--- src/rtl/replay_diag_pkg.sv ---
package replay_diag_pkg;
  typedef enum logic [2:0] {
    ST_IDLE,
    ST_RB_SAME,
    ST_OBS_SAME,
    ST_RB_ALT,
    ST_OBS_ALT
  } diag_state_e;

  localparam int CLS_W        = 4;
  localparam int CLS_TRANSIENT = 0;
  localparam int CLS_PERMANENT = 1;
  localparam int CLS_SOFTWARE  = 2;
  localparam int CLS_UNKNOWN   = 3;
endpackage

--- src/rtl/retire_window.sv ---
module retire_window #(
  parameter int CNT_W = 16
) (
  input  logic             clk,
  input  logic             rst_n,
  input  logic             clear_i,
  input  logic             active_i,
  input  logic             retire_i,
  input  logic [CNT_W-1:0] limit_i,
  output logic             done_o
);
  logic [CNT_W-1:0] cnt_q, cnt_d;
  logic [CNT_W:0]   sum;
  logic             step;

  assign step   = active_i & retire_i;
  assign sum    = {1'b0, cnt_q} + {{CNT_W{1'b0}}, step};
  assign done_o = active_i && (sum >= {1'b0, limit_i});

  always_comb begin
    cnt_d = cnt_q;
    if (clear_i) begin
      cnt_d = '0;
    end else if (step && !done_o) begin
      cnt_d = sum[CNT_W-1:0];
    end
  end

  always_ff @(posedge clk or negedge rst_n) begin
    if (!rst_n) cnt_q <= '0;
    else        cnt_q <= cnt_d;
  end
endmodule

--- src/rtl/alt_core_pick.sv ---
module alt_core_pick #(
  parameter int NUM_CORES = 4,
  localparam int CORE_W = $clog2(NUM_CORES)
) (
  input  logic [CORE_W-1:0]    orig_i,
  input  logic [NUM_CORES-1:0] enable_i,
  output logic [CORE_W-1:0]    alt_o,
  output logic                 found_o
);
  logic [CORE_W:0] cand [NUM_CORES];

  for (genvar k = 1; k < NUM_CORES; k++) begin : g_cand
    logic [CORE_W:0] raw;
    assign raw = {1'b0, orig_i} + (CORE_W+1)'(k);
    assign cand[k] = (raw >= (CORE_W+1)'(NUM_CORES)) ? raw - (CORE_W+1)'(NUM_CORES) : raw;
  end
  assign cand[0] = {1'b0, orig_i};

  always_comb begin
    alt_o   = orig_i;
    found_o = 1'b0;
    for (int k = NUM_CORES - 1; k >= 1; k--) begin
      if (enable_i[cand[k][CORE_W-1:0]]) begin
        alt_o   = cand[k][CORE_W-1:0];
        found_o = 1'b1;
      end
    end
  end
endmodule

--- src/rtl/replay_diag_ctrl.sv ---
module replay_diag_ctrl
  import replay_diag_pkg::*;
#(
  parameter int NUM_CORES = 4,
  parameter int NSYM      = 4,
  parameter int CNT_W     = 16,
  localparam int CORE_W   = $clog2(NUM_CORES)
) (
  input  logic                 clk,
  input  logic                 rst_n,
  input  logic [NSYM-1:0]      sym_i,
  input  logic [CORE_W-1:0]    sym_core_i,
  input  logic [NUM_CORES-1:0] core_en_i,
  input  logic [CNT_W-1:0]     win_len_i,
  input  logic                 retire_i,
  output logic                 rb_req_o,
  input  logic                 rb_ack_i,
  output logic [CORE_W-1:0]    tgt_core_o,
  output logic                 cls_valid_o,
  output logic [CLS_W-1:0]     cls_code_o,
  output logic [NUM_CORES-1:0] dis_mask_o
);
  diag_state_e          state_q, state_d;
  logic [CORE_W-1:0]    orig_q, orig_d, tgt_q, tgt_d;
  logic                 vld_q, vld_d;
  logic [CLS_W-1:0]     code_q, code_d;
  logic [NUM_CORES-1:0] dis_q, dis_d;
  logic                 any_sym, win_clr, win_act, win_done;
  logic [CORE_W-1:0]    alt_core;
  logic                 alt_ok;

  assign any_sym = |sym_i;
  assign win_act = (state_q == ST_OBS_SAME) || (state_q == ST_OBS_ALT);

  retire_window #(.CNT_W(CNT_W)) u_window (
    .clk      (clk),
    .rst_n    (rst_n),
    .clear_i  (win_clr),
    .active_i (win_act),
    .retire_i (retire_i),
    .limit_i  (win_len_i),
    .done_o   (win_done)
  );

  alt_core_pick #(.NUM_CORES(NUM_CORES)) u_pick (
    .orig_i   (orig_q),
    .enable_i (core_en_i),
    .alt_o    (alt_core),
    .found_o  (alt_ok)
  );

  always_comb begin
    state_d = state_q;
    orig_d  = orig_q;
    tgt_d   = tgt_q;
    vld_d   = 1'b0;
    code_d  = '0;
    dis_d   = dis_q;
    win_clr = 1'b0;
    unique case (state_q)
      ST_IDLE: begin
        if (any_sym) begin
          orig_d  = sym_core_i;
          tgt_d   = sym_core_i;
          state_d = ST_RB_SAME;
        end
      end
      ST_RB_SAME: begin
        if (rb_ack_i) begin
          win_clr = 1'b1;
          state_d = ST_OBS_SAME;
        end
      end
      ST_OBS_SAME: begin
        if (any_sym) begin
          if (alt_ok) begin
            tgt_d   = alt_core;
            state_d = ST_RB_ALT;
          end else begin
            vld_d                 = 1'b1;
            code_d[CLS_UNKNOWN]   = 1'b1;
            state_d               = ST_IDLE;
          end
        end else if (win_done) begin
          vld_d                 = 1'b1;
          code_d[CLS_TRANSIENT] = 1'b1;
          state_d               = ST_IDLE;
        end
      end
      ST_RB_ALT: begin
        if (rb_ack_i) begin
          win_clr = 1'b1;
          state_d = ST_OBS_ALT;
        end
      end
      ST_OBS_ALT: begin
        if (any_sym) begin
          vld_d                = 1'b1;
          code_d[CLS_SOFTWARE] = 1'b1;
          state_d              = ST_IDLE;
        end else if (win_done) begin
          vld_d                 = 1'b1;
          code_d[CLS_PERMANENT] = 1'b1;
          dis_d[orig_q]         = 1'b1;
          state_d               = ST_IDLE;
        end
      end
      default: state_d = ST_IDLE;
    endcase
  end

  always_ff @(posedge clk or negedge rst_n) begin
    if (!rst_n) begin
      state_q <= ST_IDLE;
      orig_q  <= '0;
      tgt_q   <= '0;
      vld_q   <= 1'b0;
      code_q  <= '0;
      dis_q   <= '0;
    end else begin
      state_q <= state_d;
      orig_q  <= orig_d;
      tgt_q   <= tgt_d;
      vld_q   <= vld_d;
      code_q  <= code_d;
      dis_q   <= dis_d;
    end
  end

  assign rb_req_o    = (state_q == ST_RB_SAME) || (state_q == ST_RB_ALT);
  assign tgt_core_o  = tgt_q;
  assign cls_valid_o = vld_q;
  assign cls_code_o  = code_q;
  assign dis_mask_o  = dis_q;
endmodule

--- config.mk ---
export PLATFORM = sky130hd
export DESIGN_NAME = replay_diag_ctrl
export DESIGN_NICKNAME = d
export VERILOG_FILES = /design/src/rtl/replay_diag_pkg.sv /design/src/rtl/retire_window.sv /design/src/rtl/alt_core_pick.sv /design/src/rtl/replay_diag_ctrl.sv
export SDC_FILE = /design/constraint.sdc
export NUM_CORES = 1
export LEC_CHECK = 0
export ABC_AREA = 1
export BUFFER_PORTS_ARGS = -buffer_cell sky130_fd_sc_hd__buf_2
export CAP_MARGIN = 20
export CELL_PAD_IN_SITES_DETAIL_PLACEMENT = 1
export CELL_PAD_IN_SITES_GLOBAL_PLACEMENT = 1
export CORE_MARGIN = 5
export CORE_UTILIZATION = 40
export DETAILED_ROUTE_END_ITERATION = 7
export PLACE_DENSITY_LB_ADDON = 0.1
export SLEW_MARGIN = 10
export SYNTH_ARGS = -nofsm -noshare
export SYNTH_HDL_FRONTEND = slang
export SYNTH_HIERARCHICAL = 1
export SYNTH_SLANG_ARGS = --single-unit
--- constraint.sdc ---
create_clock -name clk -period 4.1 [get_ports clk]
set_clock_uncertainty 0.15 [all_clocks]
set_input_delay 1.025 -clock clk [delete_from_list [all_inputs] [get_ports clk]]
set_output_delay 1.025 -clock clk [all_outputs]
set_load 0.05 [all_outputs]
Word level (Yosys, flattened, before mapping)

Cells that the tools add are included.

Register bits: 32
Input port bits: 30
Output and inout port bits: 12
Word-level logic and storage cells: 94

Add/subtract/negate cells: 7
$lt $le $gt $ge: 9
Equal/unequal tests: 9
Mux-type cells: 44
Bitwise logic cells: 3
Reductions and logical operators: 15

Operator list:

| kind                                                | count |
|---|---|
| two-way mux 16 bit                                  | 2 |
| two-way mux 2 bit                                   | 11 |
| two-way mux 1 bit                                   | 18 |
| two-way mux 3 bit                                   | 6 |
| adder 16 x 1 -> 17 bit                              | 1 |
| >= comparator 17 x 16 -> 1 bit                      | 1 |
| one-hot mux 3 bit (5 select lines)                  | 1 |
| < comparator 2 x 3 -> 1 bit (second input constant) | 4 |
| != test 2 bit (second input constant)               | 5 |
| >= comparator 3 bit (second input constant)         | 3 |
| adder 2 x 2 -> 3 bit (second input constant)        | 2 |
| binary-select mux 1 bit (select 2 bit)              | 3 |
| == test 3 x 2 -> 1 bit (second input constant)      | 2 |
| AND reduction 3 bit                                 | 2 |
| subtractor 2 x 1 -> 2 bit (second input constant)   | 3 |
| OR 4 bit                                            | 1 |
| one-hot mux 2 bit (2 select lines)                  | 1 |
| AND reduction 4 bit                                 | 1 |
| nonzero test 2 bit                                  | 2 |
| OR reduction 4 bit                                  | 1 |
| adder 2 x 1 -> 3 bit (second input constant)        | 1 |
| == test 3 x 1 -> 1 bit (second input constant)      | 1 |
| == test 3 bit (second input constant)               | 1 |
| logical AND 1 bit                                   | 3 |
| other kinds (10)                                    | 11 |

Logic depth before layout (Yosys ltp)

Gate-level depths: netlist (run 1).

Depth in word-level cells: 11
Depth in mapped cells: 30
Gate-level depth less buffers: 30

Hierarchy

The synthesis (run 1) kept the hierarchy.

By module, submodules not included:

| module           | times used | cells each | area an instance (um2) | seq. area each (um2) |
|---|---|---|---|---|
| retire_window    | 1          | 275        | 1724.2                 | 400.4 |
| replay_diag_ctrl | 1          | 86         | 733.2                  | 400.4 |
| alt_core_pick    | 1          | 46         | 211.5                  | 0.0 |

Worst setup path after synthesis (run 1)

OpenSTA, ideal clock, no wires.

Path kind: input to register
Start: input port retire_i
End: register state_q[1]
Setup time: 0.116 ns
Arrival: 3.521 ns
Required time: 3.834 ns
Setup slack: 0.313 ns
Stages: 26
Cells stage by stage: nand2_1 > inv_1 > ha_1 > nand2_2 > nor2_2 > nand2_1 > nor2_4 > nand3_1 > o21ai_0 > inv_1 > ha_1 > nand2_1 > inv_1 > nand2_1 > nor2_1 > nand2_1 > nand3_1 > nor2_2 > a21boi_0 > inv_1 > nand2_1 > nand3_1 > nand3_1 > nand2_1 > nand2_1 > nand2_1

Cells in the longest elaborated chain, start to end: 7
Elaborated cells on any way between the ends: 8
Those cells by class: add/sub: 1; order compare: 1; mux: 4; bitwise: 1; reduce/logical: 1

Ends and longest elaborated chain:

| element                              | RTL line                | text |
|---|---|---|
| from (decl)                          | replay_diag_ctrl.sv:15  | `input logic retire_i,` |
| bitwise AND 1 bit *                  | retire_window.sv:16     | `assign step = active_i & retire_i;` |
| adder 16 x 1 -> 17 bit *             | retire_window.sv:17     | `assign sum = {1'b0, cnt_q} + {{CNT_W{1'b0}}, step};` |
| >= comparator 17 x 16 -> 1 bit *     | retire_window.sv:18     | `assign done_o = active_i && (sum >= {1'b0, limit_i});` |
| logical AND 1 bit *                  | retire_window.sv:18     |  |
| net win_done                         | replay_diag_ctrl.sv:28  | `logic any_sym, win_clr, win_act, win_done;` |
| two-way mux 3 bit *                  | --                      |  |
| two-way mux 3 bit (on tied branches) | --                      |  |
| one-hot mux 3 bit (5 select lines) * | --                      |  |
| to (signal assigned)                 | replay_diag_ctrl.sv:121 | `state_q <= state_d;` |
| to (decl)                            | replay_diag_ctrl.sv:23  | `diag_state_e state_q, state_d;` |

The timed path passes the listed nets; every way through them passes the cells marked *.
A chain may end at the register's enable or synchronous reset.

Worst setup path after layout (run 1)

Start: register state_q[0]
End: register state_q[1]

Cells in the longest elaborated chain, start to end: 9
Elaborated cells on any way between the ends: 18
Those cells by class: add/sub: 1; order compare: 1; eq/ne: 7; mux: 4; bitwise: 1; reduce/logical: 4

Ends and longest elaborated chain:

| element                                                 | RTL line               | text |
|---|---|---|
| == test 3 x 2 -> 1 bit or == test 3 bit (tied branches) | replay_diag_ctrl.sv:33 | `assign win_act = (state_q == ST_OBS_SAME) \|\| (state_q == ST_OBS_ALT);` |
| logical OR 1 bit *                                      | replay_diag_ctrl.sv:33 |  |
| net win_act                                             | replay_diag_ctrl.sv:28 |  |
| bitwise AND 1 bit                                       | retire_window.sv:16    |  |
| adder 16 x 1 -> 17 bit                                  | retire_window.sv:17    |  |
| >= comparator 17 x 16 -> 1 bit                          | retire_window.sv:18    |  |
| logical AND 1 bit *                                     | retire_window.sv:18    |  |
| net win_done                                            | replay_diag_ctrl.sv:28 |  |
| two-way mux 3 bit *                                     | --                     |  |
| two-way mux 3 bit (on tied branches)                    | --                     |  |
| one-hot mux 3 bit (5 select lines) *                    | replay_diag_ctrl.sv:60 | `unique case (state_q)` |

Marked as above.

==> flow_metrics.py, run 1 <==
metrics = {
    "floorplan": {
        "row_count": 29,
        "io_pins": 42,
        "coreArea_um2": 6420,
        "start_util_pct": 41.6,
        "die_h_um": 91.7,
        "dieArea_um2": 8410,
        "die_x_um": 91.7,
    },
    "layout": {
        "fill_cells": 893,
        "drive_gt1_share_pct": 20.1,
        "final_core_util_pct": 48.8,
        "syn_to_final_growth_pct": 17.5,
        "fin_nets": 504,
        "fin_cells": 534,
        "diodes": 0,
    },
    "timing": {
        "slew_violations": 0,
        "finalHoldViolations": 0,
        "clock.fmax_ghz": 0.273,
        "worst_slew_pin_slew_ns": 0.743,
        "min_period_ns": 3.66,
        "setup_viol": 0,
        "max_slew_margin_pct": 50.5,
        "period_share_pct": 89.3,
        "setup_tns_ns": 0,
    },
    "hold_path": {
        "min_from": "dis_mask_o[1]$_DFFE_PN0P_",
        "worstHoldPathCells": 1,
        "hold_path_end": "dis_mask_o[1]$_DFFE_PN0P_",
        "hold_path.class": "reg2reg",
    },
    "logic_synthesis": {
        "synthArstFlopShare_pct": 100,
        "synth_edf_count": 0,
        "ys.flop_type": "dfrtp_1",
        "synth.cell_area_um2": 2670,
        "yosysUniqueCellTypes": 35,
        "netlist_instances": 407,
        "syn_nets": 455,
        "yosys_warnings": 6,
        "syn_area_per_cell_um2": 6.56,
        "yosysSeqAreaShare_pct": 30.0,
        "ys_seq_elements": 32,
    },
    "clock_tree": {
        "clk_path_buf_depth": 2,
        "path_clk_slew_ns": 0.07,
        "cts_tree": "built",
        "ctsHoldBuffers": 0,
        "root_buffer": "clkbuf_8",
        "cts_buffers": 5,
        "cts_num_sinks": 32,
        "cts_max_level": 2,
        "insertion_delay_ns": 0.28,
    },
    "route": {
        "vias": 2630,
        "wl_per_cell_um": 13.8,
        "drc": 0,
        "postRouteAntennaNets": 0,
        "routed_wl_um": 7360,
        "drt_pre_antenna_iters": 5,
        "drt-initial-drc-count": 71,
        "avgViaCountPerCell": 4.93,
    },
    "global_routing": {
        "grt_overflow_total": 0,
        "grt_antenna_before_repair": 0,
        "grt_max_degree": 33,
        "grt_util_all_layers_pct": 19.1,
        "grt_pass1_wl_um": 13200,
        "grt_pass1_vias": 2799,
    },
    "setup_path": {
        "rr_worst_depth": 28,
        "critPathMaxFanout": 4,
        "cp.required_ns": 4.13,
        "reg2reg_from": "state_q[0]$_DFFE_PN0P_",
        "critPathArrivalTime_ns": 3.69,
        "start_kind": "flop",
        "ff2ff_setup_slack_ns": 0.44,
        "worstSetupPathType": "reg2reg",
        "cp-end-kind": "flop",
        "r2r-end": "state_q[1]$_DFFE_PN0P_",
        "slowest_stage": "dfrtp_1",
        "slowest_delay_ns": 0.43,
        "cp_common_cell": "nand2_1",
    },
    "placement": {
        "gp_congestion": 0.854,
        "dp_hpwl_um": 5870,
        "dp_cells": 525,
        "port_buffers": 41,
    },
    "pwr": {
        "leakagePower_nw": 1.99,
        "irDropWorstVdd_mv": 0.287,
        "power_density_nw_per_um2": 510,
    },
    "status": {
        "outcome": "finished, final reports clean",
    },
    "run": {
        "drv_cap": 0,
    },
}
cells in the final DEF (no fill, tap or decap), types with 2 or more instances in the layout:
cell	Yosys	routed
o21ai_0	7	6
buf_2	1	41
nor2_1	38	37
o21ai_2	1	2
buf_4	0	5
nand2_1	131	130
xor2_1	7	7
nor2_2	6	6
o21bai_1	4	4
nor3_4	2	2
nand2_2	5	6
clkbuf_8	0	5
or2_1	2	2
nand3_2	2	2
inv_1	69	69
dfrtp_1	32	31
inv_2	11	11
nand3b_1	3	3
nor2_4	1	2
ha_1	18	18
nand4_1	2	2
nand3_1	31	31
or2_0	2	2
buf_12	0	2
o211ai_1	2	2
a21o_1	2	2
nor3_1	7	7
a21oi_1	7	7
Yosys cell counts, types with 3 or more instances:
master    count  area share [%]
nand2_1     131              18
inv_1        69             9.7
nor2_1       38             5.3
dfrtp_1      32              30
nand3_1      31             5.8
ha_1         18             8.4
inv_2        11             1.5
a21oi_1       7             1.3
nor3_1        7             1.3
o21ai_0       7             1.3
xor2_1        7             2.3
nor2_2        6             1.4
nand2_2       5             1.2
o21bai_1      4             1.1
buf_6         3             1.3
nand3b_1      3            0.84
cells by family after synthesis:
| logic type | share of synthesized area (%) |
|---|---|
| fa+ha+maj | 8.44 |
| compound gates | 6.19 |
| buf+inv | 13.5 |
| flops | 30.0 |
| xor+xnor | 2.30 |
| simple gates | 39.6 |
metal layers:
metal | global-route usage [%] | routed length [um]
met5 | 0 | 0
met4 | 4.27 | 55
met3 | 4.50 | 397
met2 | 32.0 | 3570
met1 | 25.0 | 3340
what timing repair did:
item / CTS / global route
buffers inserted: 0 / 1
gates resized for setup: 0 / 9
setup endpoints to repair: 0 / 25
worst max path at each step:
stage,depth (start not counted),endpoint,from,slack [ns]
2_1_floorplan,26,state_q[1]$_DFFE_PN0P_,retire_i,0.31
3_3_place_gp,21,dis_mask_o[2]$_DFFE_PN0P_,retire_i,0.04
3_5_place_dp,25,state_q[1]$_DFFE_PN0P_,retire_i,-0.08
4_1_cts,27,state_q[1]$_DFFE_PN0P_,state_q[0]$_DFFE_PN0P_,0.18
5_1_grt,27,state_q[1]$_DFFE_PN0P_,state_q[2]$_DFFE_PN0P_,-0.01
6_report,28,state_q[1]$_DFFE_PN0P_,state_q[0]$_DFFE_PN0P_,0.44
through the flow:
stage | instance area (um2) | setup WS, ns | total power, mW | hold slack (ns)
floorplan | 2670 | 0.313 | 1.06 | 0.348
global placement | 2980 | 0.0382 | 1.26 | 0.305
detailed placement | 2980 | -0.0822 | 1.28 | 0.306
CTS | 3090 | 0.185 | 1.59 | 0.330
global route | 3140 | -0.0109 | 1.75 | 0.343
finish | 3140 | 0.439 | 1.60 | 0.323
critical path, delay by kind of cell (launching register included):
family / cells / cell delay, ns
simple gates: 20 / 1.81
fa+ha+maj: 2 / 0.46
flops: 1 / 0.43
buf+inv: 4 / 0.32
xor+xnor: 1 / 0.24
compound gates: 1 / 0.14
report_power, final:
group          switching (mW)  internal (mW)  total, mW
sequential             0.0939          0.383      0.477
clock                   0.123          0.180      0.303
combinational           0.551          0.268      0.819
area by class of cell:
cell class / instances / area, um2 / area share, %
timing repair buffer: 48 / 283 / 9.01
multi-input combinational: 287 / 1540 / 48.9
clock inverter: 2 / 35.0 / 1.12
sequential: 32 / 802 / 25.6
inverter: 82 / 313 / 9.97
clock buffer: 6 / 72.6 / 2.31
tap: 77 / 96.3 / 3.07
flip-flops by register name, summed over array words and instances (netlist names):
name	flops
cls_code_o	4
cls_valid_o	1
dis_mask_o	4
orig_q	2
state_q	3
tgt_core_o	2
u_window/cnt_q	16
(Power assumes the default switching activity.)
==> inputs of run 2 (changes only) <==
--- a/config.mk
+++ b/config.mk
@@ -13,7 +13,7 @@
 export CORE_MARGIN = 5
 export CORE_UTILIZATION = 40
 export DETAILED_ROUTE_END_ITERATION = 7
-export PLACE_DENSITY_LB_ADDON = 0.1
+export PLACE_DENSITY_LB_ADDON = 0.25
 export SLEW_MARGIN = 10
 export SYNTH_ARGS = -nofsm -noshare
 export SYNTH_HDL_FRONTEND = slang
==> flow_metrics.py, run 2 (synthesized netlist as in run 1, its figures left out) <==
metrics = {
    "global_routing": {
        "grt_pass1_wl_um": 13400,
        "grt_overflow_total": 0,
        "grt_util_all_layers_pct": 19.4,
        "grt_antenna_before_repair": 0,
        "grt_max_degree": 33,
        "grt_pass1_vias": 2785,
    },
    "floorplan": {
        "start_util_pct": 41.6,
        "row_count": 29,
        "die_x_um": 91.7,
        "die_h_um": 91.7,
        "dieArea_um2": 8410,
        "io_pins": 42,
        "coreArea_um2": 6420,
    },
    "timing": {
        "setup_ws_ns": 0.328,
        "period_share_pct": 92.0,
        "slew_violations": 0,
        "setup_viol": 0,
        "worst_slew_pin_slew_ns": 0.776,
        "min_period_ns": 3.77,
        "clock.fmax_ghz": 0.265,
        "max_slew_margin_pct": 48.3,
        "finalHoldViolations": 0,
        "whs_ns": 0.325,
    },
    "layout": {
        "fin_cells": 532,
        "layout_common_cells": "nand2_1 (130), inv_1 (69), buf_2 (41)",
        "multi_input_area_um2": 1530,
        "final_common_cell": "nand2_1",
        "drive_gt1_share_pct": 20.0,
        "final_core_util_pct": 48.6,
        "syn_to_final_growth_pct": 17.0,
        "diodes": 0,
        "top_register": "u_window/cnt_q",
        "final_area_um2": 3120,
        "fin_nets": 502,
        "fill_cells": 876,
        "largest_reg_flops": 16,
        "seqCellArea_um2": 801,
    },
    "clock_tree": {
        "insertion_delay_ns": 0.28,
        "root_buffer": "clkbuf_8",
        "cts_max_level": 2,
        "cts_tree": "built",
        "path_clk_slew_ns": 0.07,
        "cts_buffers": 5,
        "clk_path_buf_depth": 2,
        "cts_setup_buffers": 0,
        "cts_num_sinks": 32,
    },
    "route": {
        "avgViaCountPerCell": 4.97,
        "postRouteAntennaNets": 0,
        "wl_per_cell_um": 14.4,
        "drc": 0,
        "drt_pre_antenna_iters": 4,
        "routed_wl_um": 7670,
        "vias": 2642,
        "drt-initial-drc-count": 75,
    },
    "placement": {
        "pre_cts_slack_ns": -0.158,
        "gp_congestion": 0.859,
        "dp_hpwl_um": 6020,
        "port_buffers": 41,
        "placed_area_um2": 2970,
        "dp_cells": 524,
    },
    "run": {
        "drv_cap": 0,
    },
    "setup_path": {
        "cp-end-kind": "flop",
        "cp.required_ns": 4.12,
        "worstSetupPathType": "reg2reg",
        "start_kind": "flop",
        "critPathMaxFanout": 11,
        "critPathArrivalTime_ns": 3.79,
    },
    "pwr": {
        "power_density_nw_per_um2": 516,
        "p_sw_uw": 765,
        "clkPwrFrac_pct": 21.2,
        "power.internal_uw": 846,
        "irDropWorstVdd_mv": 0.338,
        "switching_share_pct": 47.5,
        "seq_power_share_pct": 29.3,
        "pwr-share-comb_pct": 49.5,
        "leakagePower_nw": 1.98,
    },
    "status": {
        "outcome": "finished, final reports clean",
    },
    "hold_path": {
        "hold_path.class": "reg2reg",
    },
}
## run 2: final cells by class
class / instances / share of cell area, %
flip-flops and latches: 32 / 25.7
repair buffers: 46 / 8.18
clock inverters: 1 / 0.962
clock buffers: 7 / 3.09
multi-input cells: 287 / 49.0
well taps: 77 / 3.09
inverters: 82 / 10.0
## run 2: power groups by stage
stage,Sequential (mW),Combinational (mW),Clock (mW)
2_1_floorplan,0.501,0.561,0
3_3_place_gp,0.477,0.774,0
3_5_place_dp,0.475,0.802,0
4_1_cts,0.472,0.804,0.350
5_1_grt,0.487,0.910,0.364
6_report,0.473,0.797,0.342
## run 2: timing repair
action / CTS / global route
hold buffers: 0 / 0
endpoints found under the setup margin: 0 / 20
gates resized for setup: 0 / 7
hold endpoints to repair: 0 / 0
## run 2: final timing paths
path	start	endpoint	slack (ns)	cells past startpoint
worst min register to register	dis_mask_o[1]$_DFFE_PN0P_	dis_mask_o[1]$_DFFE_PN0P_	0.33	1
min in group asynchronous	rst_n	u_window/cnt_q[15]$_DFFE_PN0P_	0.66	1
max in group asynchronous	rst_n	u_window/cnt_q[0]$_DFFE_PN0P_	2.64	1
worst max-delay path	state_q[2]$_DFFE_PN0P_	u_window/cnt_q[4]$_DFFE_PN0P_	0.33	23
worst max register to register	state_q[2]$_DFFE_PN0P_	u_window/cnt_q[4]$_DFFE_PN0P_	0.33	23
worst min-delay path	dis_mask_o[1]$_DFFE_PN0P_	dis_mask_o[1]$_DFFE_PN0P_	0.33	1
## run 2: through the flow
step	power [mW]	setup TNS (ns)
3_5_place_dp	1.28	-0.880
3_3_place_gp	1.25	0
5_1_grt	1.76	-0.00251
2_1_floorplan	1.06	0
6_report	1.61	0
4_1_cts	1.63	0
## run 2: per-layer routing
metal | wire (um) | vias up | GRT usage (%)
li1 | - | 1334 | -
met2 | 3910 | 41 | 35.6
met4 | 44 | 0 | 2.76
met1 | 3420 | 1261 | 24.3
met3 | 283 | 6 | 3.19
met5 | 0 | - | 0
## run 2: critical path, cell delays in order (launching register included)
cell,delay (ns)
dfrtp_1,0.45
nor2_2,0.17
nand2_2,0.12
nand2_1,0.10
nand2_1,0.05
inv_1,0.09
ha_1,0.17
nand2_2,0.09
nor2_2,0.15
nand2_1,0.11
nor2_4,0.14
nand3b_1,0.12
xor2_1,0.20
inv_1,0.07
ha_1,0.30
nand2_1,0.09
nand2_1,0.08
a21oi_1,0.17
nand3_1,0.11
nor2_2,0.18
nand3_4,0.19
buf_12,0.20
nand3_1,0.07
nand2_1,0.07
